File: src/rtl/t1_tx_chan_timer.sv
module t1_tx_chan_timer #(
  parameter int N_CH    = 24,
  parameter int CH_BITS = 8
) (
  input  logic                          clk,
  input  logic                          rst_n,
  input  logic                          fsync,
  input  logic                          ser_in,
  input  logic                          mask_we,
  input  logic [N_CH-1:0]               mask_wdata,
  input  logic                          link_mode,
  output logic                          chan_clk,
  output logic                          chan_blk,
  output logic                          link_clk,
  output logic                          ser_q,
  output logic [$clog2(N_CH+1)-1:0]     chan_num,
  output logic [$clog2(CH_BITS)-1:0]    bit_idx
);
  localparam int FRAME_LEN = N_CH * CH_BITS + 1;
  localparam int PW = $clog2(FRAME_LEN);
  localparam int CW = $clog2(N_CH + 1);
  localparam int BW = $clog2(CH_BITS);

  logic [PW-1:0]   pos, nxt, off;
  logic [N_CH-1:0] mask_pend, mask_act, sel_bits;
  logic [1:0]      fcnt;
  logic            in_chan, ser_neg;

  assign nxt = (fsync || pos == PW'(FRAME_LEN - 1)) ? '0 : pos + 1'b1;

  always_ff @(posedge clk or negedge rst_n) begin
    if (!rst_n) begin
      pos       <= '0;
      fcnt      <= '0;
      mask_pend <= '0;
      mask_act  <= '0;
    end else begin
      pos <= nxt;
      if (nxt == '0) begin
        mask_act <= mask_pend;
        fcnt     <= fcnt + 2'd1;
      end
      if (mask_we) mask_pend <= mask_wdata;
    end
  end

  always_ff @(negedge clk or negedge rst_n) begin
    if (!rst_n) ser_neg <= 1'b0;
    else        ser_neg <= ser_in;
  end

  assign in_chan  = (pos != '0);
  assign off      = pos - 1'b1;
  assign chan_num = in_chan ? CW'(off / PW'(CH_BITS)) + CW'(1) : '0;
  assign bit_idx  = in_chan ? BW'(off % PW'(CH_BITS)) : '0;
  assign sel_bits = mask_act >> (chan_num - CW'(1));

  assign chan_clk = in_chan && bit_idx == BW'(CH_BITS - 1);
  assign chan_blk = in_chan && sel_bits[0];
  assign link_clk = !in_chan && (link_mode ? fcnt == 2'd0 : !fcnt[0]);
  assign ser_q    = ser_neg;
endmodule

File: config.mk
export PLATFORM = sky130hd
export DESIGN_NAME = t1_tx_chan_timer
export DESIGN_NICKNAME = d
export VERILOG_FILES = /design/src/rtl/t1_tx_chan_timer.sv
export SDC_FILE = /design/constraint.sdc
export NUM_CORES = 1
export LEC_CHECK = 0
export BUFFER_PORTS_ARGS = -buffer_cell sky130_fd_sc_hd__clkbuf_2
export CAP_MARGIN = 20
export CORE_MARGIN = 1.5
export CORE_UTILIZATION = 40
export CTS_BUF_LIST = sky130_fd_sc_hd__clkbuf_4
export CTS_CLUSTER_DIAMETER = 50
export DETAILED_ROUTE_END_ITERATION = 7
export PLACE_DENSITY_LB_ADDON = 0.3
export SLEW_MARGIN = 40
export SYNTH_ARGS = -nofsm -noshare
export SYNTH_HDL_FRONTEND = slang
export SYNTH_SLANG_ARGS = --single-unit
File: constraint.sdc
create_clock -name clk -period 5.2 [get_ports clk]
set_input_delay 1.04 -clock clk [delete_from_list [all_inputs] [get_ports clk]]
set_output_delay 1.04 -clock clk [all_outputs]
set_load 0.01 [all_outputs]
==> summary.md <==
| Metric | Value |
|---|---|
| Outcome | complete, no violations |
| Antenna Nets Post-Route | 0 |
| Final period utilization | 93.66% |
| Reg2Reg Launch Point | pos[0] |
| Io pins | 42 |
| Syn nets | ~290 |
| Synth-to-Final Area Change | 14.42% |
| GPL Wtd Cong | just over 0.8 |
| Final Hold Vio Count | 0 |
| Area of the multi-input gates | about 1400 µm² |
| Max cap viols | 0 |
| Synthesized area | roughly 3000 µm² |
| Critical-path top delay cell | mux4_2 |
| CTS tree | done |
| Layout cell share with drive strength beyond 1 | 43.33% |
| Root Buffer Master | clkbuf_4 |
| Vias per cell | roughly 5 |
| Hpwl dp | ~3800 µm |
| Total leakage power | between 1.5 and 2 nW |
| Hold wc startpoint | fcnt[0] |
| Distinct cells, synth | 45 |
| CP Max Fanout | 10 |
| Final Skew | 7.719 ps |
| Slew margin rel. | about 52% |
| Async set-reset flop share out of synthesis | 100.0% |
| Routed met1 length | 2503 µm |
| Max Fclk | roughly 210 MHz |
| Global-route usage over all layers | approximately 15% |
| Cell breakdown of the critical path | inv_1 -> ha_1 -> nand2_1 -> xnor2_1 -> ha_2 -> xor2_1 -> or4_4 -> a21oi_4 -> xnor2_1 -> mux4_2 -> o31ai_1 -> clkbuf_2 |
| Htree depth | 3 |
| Register area share after synthesis | between 40% and 50% |
| R2r endpoint | mask_act[12] |
| GR Overflow Total | 0 |
| Met2 WL | around 2500 µm |
| Row cnt | 31 |
| Worst setup SP type | flop |
| Number of synthesized flops with an enable pin | 0 |
| Worst skew pair latency | around 400 ps |
| Die Footprint | around 8000 µm² |
| Synth Area per Inst | 11.87 µm² |
| Synth warnings | 0 |
| Metal3 WL | between 200 and 250 µm |
| Flops & latches, synth | between 50 and 60 |
| Largest net degree at the start of global routing | approximately 60 |
| Hold EP | fcnt[0] |
| Final antenna diode count | 0 |
| Worst R2R Path Depth | 8 |
| Total number of vias | about 2,000 |
| WHS Path Cells | 1 |
| Initial Util | 41.40% |
| Reg clk slew, reported paths | ~90 ps |
| Die H | 89.65 µm |
| DRC errors left | 0 |
| Maximum VDD drop | about 0.00025 V |
| Post-Syn Instances | 253 |
| Top layer in use | met4 |
| Slew @ Worst Pin | around 720 ps |
| RSZ-0062 raised after global routing | false |
| Cell mode on critical path | xnor2_1 |
| Setup crit end kind | primary output |
| Cts hold-fix bufs | 0 |
| Power Density | 340.1 nW/µm² |
| Storage cell area | about 1500 µm² |
| Clock tree buffer depth | 2 |
| # fillers | 690 |
| I/O Buffers | 41 |
| FF-to-FF setup slack | approximately 2300 ps |
| Slew Limit Fails | 0 |
| Final setup viols | 0 |
| Synth Flop Type | dfrtp_1 |
| Crit path arrival time | about 3800 ps |
| CTS sink count | 59 |
| Initial DRC Count | 68 |
| First-pass GRT wire length | 8935 µm |
| Die W | around 90 µm |
| Layout Nets | 330 |
| Drt pass-1 iters | 4 |
| Core box area | about 7300 µm² |
| Avg WL per Cell | 13.43 µm |
| Total CTS buffers | 9 |
| Final min period | approximately 5000 ps |
| HP Class | flop to flop |
| Initial antenna violation count | 0 |
| Slowest stage delay, CP | approximately 540 ps |
| Crit Path Category | flop to primary output |
| Critical Path RT | around 4200 ps |
| Setup TNS | 0 ps |
| Vias in the first global route | between 1,500 and 2,000 |
| DRT Wirelength | between 5000 and 6000 µm |
| Post-layout util | 47.37% |
## synth_stat cells, types with 2 or more instances
| cell | count | area (µm²) |
|---|---|---|
| mux2_2 | 53 | 596.8 |
| mux4_2 | 2 | 45.04 |
| nor2b_1 | 3 | 18.77 |
| dfrtp_1 | 58 | 1451 |
| nor2_1 | 23 | 86.33 |
| nor3_1 | 5 | 25.02 |
| buf_6 | 3 | 33.78 |
| a21oi_1 | 5 | 25.02 |
| and2_1 | 2 | 12.51 |
| o21ai_0 | 2 | 10.01 |
| inv_1 | 12 | 45.04 |
| o221ai_1 | 2 | 17.52 |
| buf_1 | 2 | 7.510 |
| xor2_1 | 3 | 26.28 |
| nand2_1 | 9 | 33.78 |
| o31ai_1 | 3 | 22.52 |
| xnor2_1 | 12 | 105.1 |
| nand3_1 | 4 | 20.02 |
| buf_2 | 2 | 10.01 |
| clkbuf_1 | 10 | 37.54 |
| ha_1 | 5 | 62.56 |
| a31oi_1 | 2 | 12.51 |
| a211oi_1 | 3 | 22.52 |
| mux2i_1 | 6 | 60.06 |
| o211a_1 | 2 | 20.02 |
## through the flow
step	total power, mW	std cells	setup WS (ps)	area (µm²)	hold slack, ps
6_report	1.169	399	329.9	3436	496.9
5_1_grt	1.254	399	47.45	3436	524.5
4_1_cts	1.182	397	3.994	3400	505.0
3_5_place_dp	0.9005	381	494.5	3287	486.6
3_3_place_gp	0.8929	381	520.5	3287	480.6
2_1_floorplan	0.8119	253	465.9	3003	468.1
## sequential cells by signal, indices dropped and copies added, names as in the netlist
register,count
fcnt,2
pos,8
ser_q,1
mask_pend,24
mask_act,24
## critical path, delay by kind of cell, from the launching register on
kind	cells	cell delay [ps]
AOI/OAI and AO/OA	2	480
xor gates and xnor gates	3	500
adders and majority gates	2	550
buffers and inverters	2	310
DFF	1	490
muxes	1	540
and+or+nand+nor	2	550
## cells in the final DEF (no fill, tap or decap), types with 5 or more instances in the layout
master,n
buf_4,7
a21oi_1,5
xnor2_1,11
mux2i_1,6
mux2_2,53
clkbuf_4,13
clkbuf_2,41
dfrtp_1,58
nor2_1,23
nand2_1,9
nor3_1,5
inv_1,12
## power breakdown
group          internal [mW]  switching (mW)
registers              0.522          0.0358
clock network          0.118           0.157
logic                  0.182           0.154
## kinds of logic after synthesis
kind of cell	share of synthesized area, %
compound gates	6.750
xor+xnor	4.375
fa+ha+maj	2.083
buf+inv	4.458
flops	49.17
mux	23.37
simple gates	9.792
## worst max-delay path by stage
| stage | startpoint | end | slack (ps) | depth (start not counted) |
|---|---|---|---|---|
| 3_5_place_dp | pos[0] | chan_blk | 490 | 14 |
| 3_3_place_gp | pos[0] | chan_blk | 520 | 14 |
| 5_1_grt | pos[0] | chan_blk | 50 | 12 |
| 2_1_floorplan | pos[0] | chan_blk | 470 | 15 |
| 6_report | pos[0] | chan_blk | 330 | 12 |
| 4_1_cts | pos[0] | chan_blk | 4 | 14 |
## what timing repair did
| item | CTS | global route |
|---|---|---|
| buffers inserted | 0 | 2 |
| resized for setup | 0 | 4 |
| endpoints found under the setup margin | 0 | 1 |
## routing by layer
metal / GRT usage, % / vias to the layer above
met4: 7.133 / 0
met1: 19.75 / 969
li1: - / 978
met2: 22.32 / 44
met5: 0 / -
met3: 4.662 / 9
## final cells by class
cell class,instances,area share [%]
sequential,59,42.97
multi-input combinational,165,41.33
timing repair buffer,48,7.502
tap,99,3.605
clock buffer,13,2.840
inverter,12,1.311
clock inverter,3,0.4370
Note: power is estimated with default switching activity, not from simulation.
